### config.mk
export PLATFORM = sky130hd
export DESIGN_NAME = auxbus_latch
export DESIGN_NICKNAME = d
export VERILOG_FILES = /design/src/rtl/auxbus_pkg.sv /design/src/rtl/auxbus_ctrl.sv /design/src/rtl/auxbus_datapath.sv /design/src/rtl/auxbus_latch.sv
export SDC_FILE = /design/constraint.sdc
export NUM_CORES = 1
export LEC_CHECK = 0
export BUFFER_PORTS_ARGS = -buffer_cell sky130_fd_sc_hd__buf_2
export CORE_UTILIZATION = 29
export CTS_CLUSTER_SIZE = 8
export DETAILED_ROUTE_END_ITERATION = 6
export GPL_TIMING_DRIVEN = 0
export RECOVER_POWER = 100
export SKIP_CTS_REPAIR_TIMING = 1
export SLEW_MARGIN = 5
export SYNTH_ARGS = -nofsm -noshare
export SYNTH_HDL_FRONTEND = slang
export SYNTH_SLANG_ARGS = --single-unit
export TNS_END_PERCENT = 5
### constraint.sdc
create_clock -name clk -period 2.52 [get_ports clk]
set_clock_uncertainty 0.15 [all_clocks]
set_input_delay 0.252 -clock clk [delete_from_list [all_inputs] [get_ports clk]]
set_output_delay 0.252 -clock clk [all_outputs]
set_load 0.005 [all_outputs]
### src/rtl/auxbus_pkg.sv
package auxbus_pkg;
  localparam logic [1:0] SEL_OUT1 = 2'b01;
  localparam logic [1:0] SEL_OUT2 = 2'b11;

  localparam int BYTE_W     = 8;
  localparam int NIB_W      = 4;
  localparam int FLOPPY_BIT = 4;
  localparam int HD_LSB     = FLOPPY_BIT + 1;

  // status byte bit positions (decoded by the controller)
  localparam int ST_INDEX = 6;
  localparam int ST_SEEK  = 5;
  localparam int ST_TRK0  = 4;
  localparam int ST_WPROT = 2;
  localparam int ST_READY = 1;
  localparam int ST_FAULT = 0;

  // second-latch field positions in the bus byte
  localparam int O2_WCUR = 6;
  localparam int O2_DIR  = 5;

  typedef struct packed {
    logic loadOut1;
    logic loadOut2;
    logic stepFire;
    logic pushStatus;
  } auxStrobes_t;

  typedef struct packed {
    logic             wCur;
    logic             dirBit;
    logic [NIB_W-1:0] head;
  } out2Latch_t;
endpackage

### src/rtl/auxbus_ctrl.sv
module auxbus_ctrl
  import auxbus_pkg::*;
(
  input  logic        clk,
  input  logic        rstN,
  input  logic        abStrobe,
  input  logic [1:0]  abSel,
  output auxStrobes_t strobes
);
  logic load1;
  logic load2;
  logic fireQ;
  logic pushQ;

  assign load1 = abStrobe && (abSel == SEL_OUT1);
  assign load2 = abStrobe && (abSel == SEL_OUT2);

  always_ff @(posedge clk or negedge rstN) begin
    if (!rstN) begin
      fireQ <= 1'b0;
      pushQ <= 1'b0;
    end else begin
      fireQ <= load2;
      pushQ <= load1 || load2;
    end
  end

  assign strobes.loadOut1   = load1;
  assign strobes.loadOut2   = load2;
  assign strobes.stepFire   = fireQ;
  assign strobes.pushStatus = pushQ;
endmodule

### src/rtl/auxbus_datapath.sv
module auxbus_datapath
  import auxbus_pkg::*;
#(
  parameter int NUM_HD = 3
) (
  input  logic               clk,
  input  logic               rstN,
  input  auxStrobes_t        strobes,
  input  logic [BYTE_W-1:0]  abData,
  input  logic               idxIn,
  input  logic               trk0In,
  input  logic               wrProtIn,
  input  logic               faultIn,
  input  logic [NUM_HD-1:0]  hdPresent,
  input  logic               hdReadyIn,
  input  logic               hdSeekDoneIn,
  output logic [BYTE_W-1:0]  out1Q,
  output out2Latch_t         out2Q,
  output logic               stepNQ,
  output logic [BYTE_W-1:0]  statusQ,
  output logic               validQ
);
  logic [NUM_HD-1:0] hdBits;
  logic [NUM_HD-1:0] hdHit;
  logic              floppySel;
  logic              hdSingle;
  logic              hdFitted;
  logic              anySel;
  logic              forceReady;
  logic [BYTE_W-1:0] statusNext;

  // output latches
  always_ff @(posedge clk or negedge rstN) begin
    if (!rstN) begin
      out1Q <= '0;
      out2Q <= '0;
    end else begin
      if (strobes.loadOut1) out1Q <= abData;
      if (strobes.loadOut2) begin
        out2Q.wCur   <= abData[O2_WCUR];
        out2Q.dirBit <= abData[O2_DIR];
        out2Q.head   <= abData[NIB_W-1:0];
      end
    end
  end

  // hard-disk unit decode, one presence gate per unit
  assign hdBits = out1Q[HD_LSB +: NUM_HD];
  genvar u;
  generate
    for (u = 0; u < NUM_HD; u++) begin : g_unit
      assign hdHit[u] = hdBits[u] && hdPresent[u];
    end
  endgenerate

  assign floppySel  = out1Q[FLOPPY_BIT];
  assign hdSingle   = $onehot(hdBits);
  assign hdFitted   = |hdHit;
  assign anySel     = floppySel || hdSingle;
  assign forceReady = floppySel || !hdFitted;

  always_comb begin
    statusNext = '0;
    if (anySel) begin
      statusNext[ST_INDEX] = idxIn;
      statusNext[ST_TRK0]  = trk0In;
      statusNext[ST_WPROT] = wrProtIn;
      statusNext[ST_FAULT] = faultIn;
      statusNext[ST_READY] = forceReady ? 1'b1 : hdReadyIn;
      statusNext[ST_SEEK]  = forceReady ? 1'b1 : hdSeekDoneIn;
    end
  end

  always_ff @(posedge clk or negedge rstN) begin
    if (!rstN) begin
      statusQ <= '0;
      validQ  <= 1'b0;
      stepNQ  <= 1'b1;
    end else begin
      statusQ <= statusNext;
      validQ  <= strobes.pushStatus;
      stepNQ  <= !strobes.stepFire;
    end
  end
endmodule

### src/rtl/auxbus_latch.sv
module auxbus_latch
  import auxbus_pkg::*;
#(
  parameter int NUM_HD = 3
) (
  input  logic              clk,
  input  logic              rstN,
  input  logic [7:0]        abData,
  input  logic [1:0]        abSel,
  input  logic              abStrobe,
  input  logic              idxIn,
  input  logic              trk0In,
  input  logic              wrProtIn,
  input  logic              faultIn,
  input  logic [NUM_HD-1:0] hdPresent,
  input  logic              hdReadyIn,
  input  logic              hdSeekDoneIn,
  output logic [3:0]        driveSel,
  output logic [3:0]        progOut,
  output logic [3:0]        headOut,
  output logic              wrCurOut,
  output logic              dirOut,
  output logic              stepN,
  output logic [7:0]        statusOut,
  output logic              statusValid
);
  auxStrobes_t       strobes;
  logic [BYTE_W-1:0] out1Q;
  out2Latch_t        out2Q;

  auxbus_ctrl u_ctrl (
    .clk      (clk),
    .rstN     (rstN),
    .abStrobe (abStrobe),
    .abSel    (abSel),
    .strobes  (strobes)
  );

  auxbus_datapath #(.NUM_HD(NUM_HD)) u_dp (
    .clk          (clk),
    .rstN         (rstN),
    .strobes      (strobes),
    .abData       (abData),
    .idxIn        (idxIn),
    .trk0In       (trk0In),
    .wrProtIn     (wrProtIn),
    .faultIn      (faultIn),
    .hdPresent    (hdPresent),
    .hdReadyIn    (hdReadyIn),
    .hdSeekDoneIn (hdSeekDoneIn),
    .out1Q        (out1Q),
    .out2Q        (out2Q),
    .stepNQ       (stepN),
    .statusQ      (statusOut),
    .validQ       (statusValid)
  );

  assign driveSel = out1Q[BYTE_W-1:NIB_W];
  assign progOut  = out1Q[NIB_W-1:0];
  assign headOut  = out2Q.head;
  assign wrCurOut = out2Q.wCur;
  assign dirOut   = !out2Q.dirBit;
endmodule

==> results by group, run 1 <==
Worst setup path
  – Largest stage delay on the critical path: 0.60 ns
  – Crit-path cells: fa_1 -> nand2b_1 -> o311ai_0
  – R2R depth: 3
  – Crit path launch type: flop
  – Required time of the critical path: 2.57 ns
  – Worst Path Arrival: 1.88 ns
  – Worst reg-to-reg setup slack: 0.68 ns
  – Maximum fanout along the worst path: 6
  – CP max stage cell: fa_1
  – Worst R2R Start: u_dp.out1Q[5]$_DFFE_PN0P_
  – Crit path kind: reg2reg
  – R2r endpoint: u_dp.statusQ[5]$_DFF_PN0_
  – CP Capture Type: flop

Clock tree
  – CTS tree: built
  – Sink Count: 24
  – Worst-path clk slew: 0.13 ns
  – H-tree depth: 1
  – Clock root cell: clkbuf_4
  – Clock tree buffer depth: 2
  – Worst skew pair latency: 0.31 ns
  – Cts bufs inserted: 3

Yosys
  – Synthesized area: 965 um^2
  – Yosys reg bits: 24
  – Sequential-to-total area share from yosys stat: 0.624
  – Mapped Cells: 64
  – Synth warn: 0
  – Avg Cell Area, Syn: 15.1 um^2
  – Distinct cells, synth: 16

Detailed routing
  – Remaining antenna violation count: 0
  – Routed len/inst: 11.2 um
  – Pre-antenna DRT Iters: 3
  – Via density: 4.22
  – Initial DRC Count: 15
  – Total wire length: 1770 um
  – Residual DRC: 0
  – Routed via count: 666

Place
  – DP Area: 1240 um^2
  – Placement Setup Slack: 0.711 ns
  – Buffers on Ports: 43
  – GPL Wtd Cong: 0.701

STA
  – Max_slew headroom: 0.142
  – Final hold vios: 0
  – Max-slew violations: 0
  – Hold slack: 0.0131 ns
  – Fmax: 544 MHz
  – Unrepaired setup endpoints after global routing: false
  – Worst slew pin tran: 1.29 ns
  – Setup WS post-layout: 0.683 ns
  – Tmin final: 1.84 ns
  – Sum of negative setup slack: 0 ns
  – Final Cycle Share: 0.729
  – # setup viols final: 0

Global routing
  – Total GRT Usage: 0.113
  – Vias in the first global route: 674
  – Largest net degree at the start of global routing: 25
  – Remaining global-route overflow: 0
  – First-pass GRT wire length: 2780 um
  – Initial antenna violation count: 0

Die
  – Die H: 59.7 um
  – I/O pins: 46
  – Initial Utilization: 0.311
  – Die Width: 59.7 um
  – Die area: 3560 um^2
  – Core Area: 3100 um^2
  – Row Count: 20

Power and ir drop
  – Maximum VDD drop: 0.000376 V
  – Logic pwr share: 0.232
  – Seq pwr share: 0.493
  – P_int: 748 uW
  – Cell leakage power: 0.000648 uW
  – PwrDens: 763 nW/um^2
  – Sw Pwr: 243 uW
  – Clock Power Share: 0.274
  – Switch share: 0.245

Cells and area
  – Nets: 138
  – P&R area growth vs syn: 34.6%
  – Layout cells sized above 1: 0.561
  – Diode count: 0
  – Design area: 1300 um^2

Run status
  – Status: completed

Job
  – Max-cap violations: 0

Min path
  – Hold Path Stages: 2
  – Hold crit path type: in2reg
  – Critical hold path startpoint: abData[7]
  – Hold endpoint: u_dp.out1Q[7]$_DFFE_PN0P_
==> logic make-up (layout without fill, tap and decap cells) <==
group / after synthesis / in the layout / share of synthesized area
adders and majority gates: 1 / 1 / 0.0208
other: 1 / 2 / 0.00389
buffers and inverters: 10 / 59 / 0.0622
and+or+nand+nor: 7 / 7 / 0.0675
AOI/OAI and AO/OA: 7 / 7 / 0.0584
DFF: 24 / 24 / 0.624
muxes: 14 / 14 / 0.163
==> cells in the mapped netlist, drive strengths merged <==
| cell | n | area, um^2 |
|---|---|---|
| nand3b | 3 | 35.0 |
| a22o | 1 | 8.76 |
| dfstp | 1 | 26.3 |
| and2 | 2 | 13.8 |
| fa | 1 | 20.0 |
| a21boi | 4 | 30.0 |
| nand2b | 1 | 6.26 |
| inv | 4 | 15.0 |
| o311ai | 2 | 17.5 |
| conb | 1 | 3.75 |
| nand3 | 1 | 10.0 |
| buf | 6 | 45.0 |
| mux2 | 14 | 158 |
| dfrtp | 23 | 576 |
==> power groups by stage <==
stage | clock [uW] | combinational [uW] | sequential (uW)
after floorplan | 0 | 116 | 502
after global placement | 0 | 227 | 496
after detailed placement | 0 | 238 | 499
after CTS | 291 | 238 | 491
after global routing | 298 | 260 | 502
final | 272 | 230 | 489
==> critical path: cells and delay by family, from the launching register on <==
| family | cells | cell delay, ns |
|---|---|---|
| fa+ha+maj | 1 | 0.60 |
| flops | 1 | 0.45 |
| compound gates | 1 | 0.38 |
| simple gates | 1 | 0.14 |
==> per-layer routing <==
layer,GRT usage,vias up,share of wire
met5,0,-,0
met4,0.0299,0,0.0074
met3,0.0541,2,0.083
met2,0.225,30,0.52
met1,0.0957,320,0.39
li1,-,314,-
==> cell type report <==
type | instances | area [um^2]
Buffer | 6 | 45.0
Clock buffer | 3 | 22.5
Tap cell | 44 | 55.1
Clock inverter | 1 | 30.0
Multi-Input combinational cell | 31 | 302
Timing Repair Buffer | 45 | 228
Sequential cell | 24 | 602
Inverter | 4 | 15.0
Fill cell | 332 | 1800
==> worst max-delay path by stage <==
stage | start | endpoint | cells after the start | slack (ns)
2_1_floorplan | u_dp.out1Q[5]$_DFFE_PN0P_ | u_dp.statusQ[1]$_DFF_PN0_ | 3 | 0.88
3_3_place_gp | u_dp.out1Q[5]$_DFFE_PN0P_ | u_dp.statusQ[1]$_DFF_PN0_ | 3 | 0.79
3_5_place_dp | u_dp.out1Q[5]$_DFFE_PN0P_ | u_dp.statusQ[1]$_DFF_PN0_ | 3 | 0.71
4_1_cts | u_dp.out1Q[5]$_DFFE_PN0P_ | u_dp.statusQ[1]$_DFF_PN0_ | 3 | 0.69
5_1_grt | u_dp.out1Q[5]$_DFFE_PN0P_ | u_dp.statusQ[5]$_DFF_PN0_ | 3 | 0.55
6_report | u_dp.out1Q[5]$_DFFE_PN0P_ | u_dp.statusQ[5]$_DFF_PN0_ | 3 | 0.68
==> stage by stage <==
stage,util,total power [uW],instances
final,0.419,991,158
after global placement,0.399,722,152
after floorplan,-,618,65
after global routing,0.419,1060,158
after detailed placement,0.399,737,152
after CTS,0.416,1020,156
==> registers in the layout (all words and copies together), names as in the netlist <==
signal	flops
u_dp.out1Q	8
u_dp.out2Q	6
u_dp.statusQ	6
u_ctrl.fireQ	1
u_ctrl.pushQ	1
u_dp.stepNQ	1
u_dp.validQ	1
==> cell usage in the layout (no fill, tap or decap), types with 4 or more instances in the layout <==
| master | synthesis | routed |
|---|---|---|
| clkbuf_1 | 0 | 6 |
| a21boi_0 | 4 | 4 |
| buf_2 | 0 | 37 |
| dfrtp_1 | 23 | 23 |
| inv_1 | 4 | 4 |
| clkbuf_4 | 0 | 7 |
| mux2_2 | 14 | 14 |
(Power assumes the default switching activity.)
==> run 2: changes to the inputs <==
Clock period 2.52 ns to 1.7 ns, I/O delays scaled along.
==> run 2 against run 1 <==
  * Via count increased by 9.3%
  * Hold slack improved by 0.014 ns
  * Clock power grew 49%
  * Register-to-register slack worse by 0.63 ns
  * Combinational power up 100%
  * Non-clock buffer count grew 15
  * Power up 61%
  * Highest routed layer unchanged
==> results by group, run 2 (synthesis gave the netlist of run 1 again) <==
Die
  – Die Width: 59.7 um (unchanged)
  – Core Area: 3100 um^2 (unchanged)
  – Row Count: 20 (unchanged)
  – Initial Utilization: 0.311 (unchanged)
  – Die H: 59.7 um (unchanged)
  – I/O pins: 46 (unchanged)
  – Die area: 3560 um^2 (unchanged)

Detailed routing
  – Initial DRC Count: 14 (was 15)
  – Pre-antenna DRT Iters: 4 (was 3)
  – Residual DRC: 0 (unchanged)
  – Routed via count: 728 (was 666)
  – Routed len/inst: 11.7 um (was 11.2 um)
  – Total wire length: 2030 um (was 1770 um)
  – Remaining antenna violation count: 0 (unchanged)
  – Via density: 4.21 (was 4.22)

Worst setup path
  – Worst path bufs/invs: 0 (unchanged)
  – Largest stage delay on the critical path: 0.63 ns (was 0.60 ns)
  – Crit path kind: reg2reg (unchanged)
  – Worst Path Arrival: 1.72 ns (was 1.88 ns)
  – Crit path launch type: flop (unchanged)
  – Delay-heaviest family, CP: adder cells (unchanged)
  – CP max stage cell: fa_2 (was fa_1)
  – Maximum fanout along the worst path: 6 (unchanged)
  – Crit-path cells: fa_2 -> nand2b_4 -> o311ai_4 (was fa_1 -> nand2b_1 -> o311ai_0)
  – CP Capture Type: flop (unchanged)
  – Required time of the critical path: 1.77 ns (was 2.57 ns)

Global routing
  – Remaining global-route overflow: 0 (unchanged)
  – Largest net degree at the start of global routing: 25 (unchanged)
  – Initial antenna violation count: 0 (unchanged)
  – Vias in the first global route: 674 (unchanged)
  – First-pass GRT wire length: 2780 um (unchanged)
  – Total GRT Usage: 0.113 (unchanged)

Power and ir drop
  – PwrDens: 1080 nW/um^2 (was 763 nW/um^2)
  – Maximum VDD drop: 0.000574 V (was 0.000376 V)
  – Cell leakage power: 0.000713 uW (was 0.000648 uW)

Cells and area
  – Most common cell after layout, fill and taps aside: buf_2 (unchanged)
  – Design area: 1480 um^2 (was 1300 um^2)
  – Fill cell count: 326 (was 332)
  – Sequential standard cell area: 603 um^2 (was 602 um^2)
  – Largest registers: u_dp.out1Q x8, u_dp.out2Q x6, u_dp.statusQ x6 (unchanged)
  – Most frequent cells in the layout: buf_2, dfrtp_1, dlygate4sd3_1, mux2_2, clkbuf_4 (was buf_2, dfrtp_1, mux2_2, clkbuf_4, clkbuf_1)
  – Diode count: 0 (unchanged)
  – Biggest register: u_dp.out1Q (unchanged)
  – Layout cells sized above 1: 0.550 (was 0.561)
  – P&R area growth vs syn: 53.3% (was 34.6%)
  – Nets: 153 (was 138)
  – Multi-input gate area: 334 um^2 (was 302 um^2)
  – Max reg flops: 8 (unchanged)

Place
  – Buffers on Ports: 43 (unchanged)
  – GPL Wtd Cong: 0.701 (unchanged)
  – DP Area: 1240 um^2 (unchanged)

Clock tree
  – CTS tree: built (unchanged)
  – Sink Count: 24 (unchanged)
  – Cts bufs inserted: 3 (unchanged)
  – Clock root cell: clkbuf_4 (unchanged)
  – Worst skew pair latency: 0.31 ns (about the same)
  – Worst-path clk slew: 0.13 ns (about the same)
  – Clock tree buffer depth: 2 (unchanged)
  – H-tree depth: 1 (unchanged)

STA
  – Final hold vios: 0 (unchanged)
  – Final Cycle Share: 0.967 (was 0.729)
  – Fmax: 608 MHz (was 544 MHz)
  – # setup viols final: 0 (unchanged)
  – Tmin final: 1.64 ns (was 1.84 ns)
  – Sum of negative setup slack: 0 ns (unchanged)
  – Worst slew pin tran: 0.603 ns (was 1.29 ns)
  – Max_slew headroom: 0.598 (was 0.142)
  – Max-slew violations: 0 (unchanged)

Min path
  – Hold crit path type: in2reg (unchanged)

Job
  – Max-cap violations: 0 (unchanged)

Run status
  – Status: completed (unchanged)
==> run 2: cell types whose count changed in the layout (fill, tap and decap cells not counted), moves of 2 or more <==
cell	change
clkbuf_4	+2
dlygate4sd3_1	+13
o311ai_0	-2
o311ai_4	+2
==> run 2: worst paths after layout <==
path                                           start                         to  slack [ns]  cells past startpoint
setup reg to reg           u_dp.out1Q[7]$_DFFE_PN0P_  u_dp.statusQ[5]$_DFF_PN0_        0.06                      3
max in group asynchronous                       rstN  u_dp.out1Q[5]$_DFFE_PN0P_        0.75                      2
hold / removal                             hdReadyIn  u_dp.statusQ[1]$_DFF_PN0_        0.03                      3
hold reg to reg               u_ctrl.fireQ$_DFF_PN0_      u_dp.stepNQ$_DFF_PN1_        0.22                      1
min in group asynchronous                       rstN  u_dp.statusQ[1]$_DFF_PN0_        0.22                      2
setup / recovery           u_dp.out1Q[7]$_DFFE_PN0P_  u_dp.statusQ[5]$_DFF_PN0_        0.06                      3
==> run 2: metal layers <==
layer,track usage,vias up,part of all wire
met2,0.225,30,0.54
met5,0,-,0
met4,0.0299,0,0.0064
li1,-,343,-
met1,0.0957,353,0.38
met3,0.0541,2,0.067
==> run 2: through the flow <==
stage	setup WS [ns]	hold slack (ns)	power [uW]	utilization	cells
final	0.0558	0.0270	1590	0.477	173
after global routing	-0.00977	0.0246	1700	0.477	173
after CTS	-0.129	-0.335	1510	0.416	156
after detailed placement	-0.109	0.0339	1090	0.399	152
after global placement	-0.0298	0.0269	1070	0.399	152
after floorplan	0.0564	-0.276	916	-	65
==> run 2: area by class of cell <==
cell class,count,area share
buffer,6,0.0305
inverter,4,0.0102
timing repair buffer,60,0.253
multi-input combinational,31,0.226
clock inverter,1,0.0203
tap,44,0.0372
clock buffer,3,0.0152
sequential,24,0.408
==> run 2: tightest hold or removal path: cells and delay by family <==
kind / cells / cell delay, ns
and+or+nand+nor: 1 / 0.11
buffers and inverters: 1 / 0.08
AOI/OAI and AO/OA: 1 / 0.10
==> run 2: power breakdown <==
group	leakage (uW)	switching, uW	internal, uW
registers	0.000287	49.4	676
logic	0.000398	198	263
clock network	0.0000279	167	238
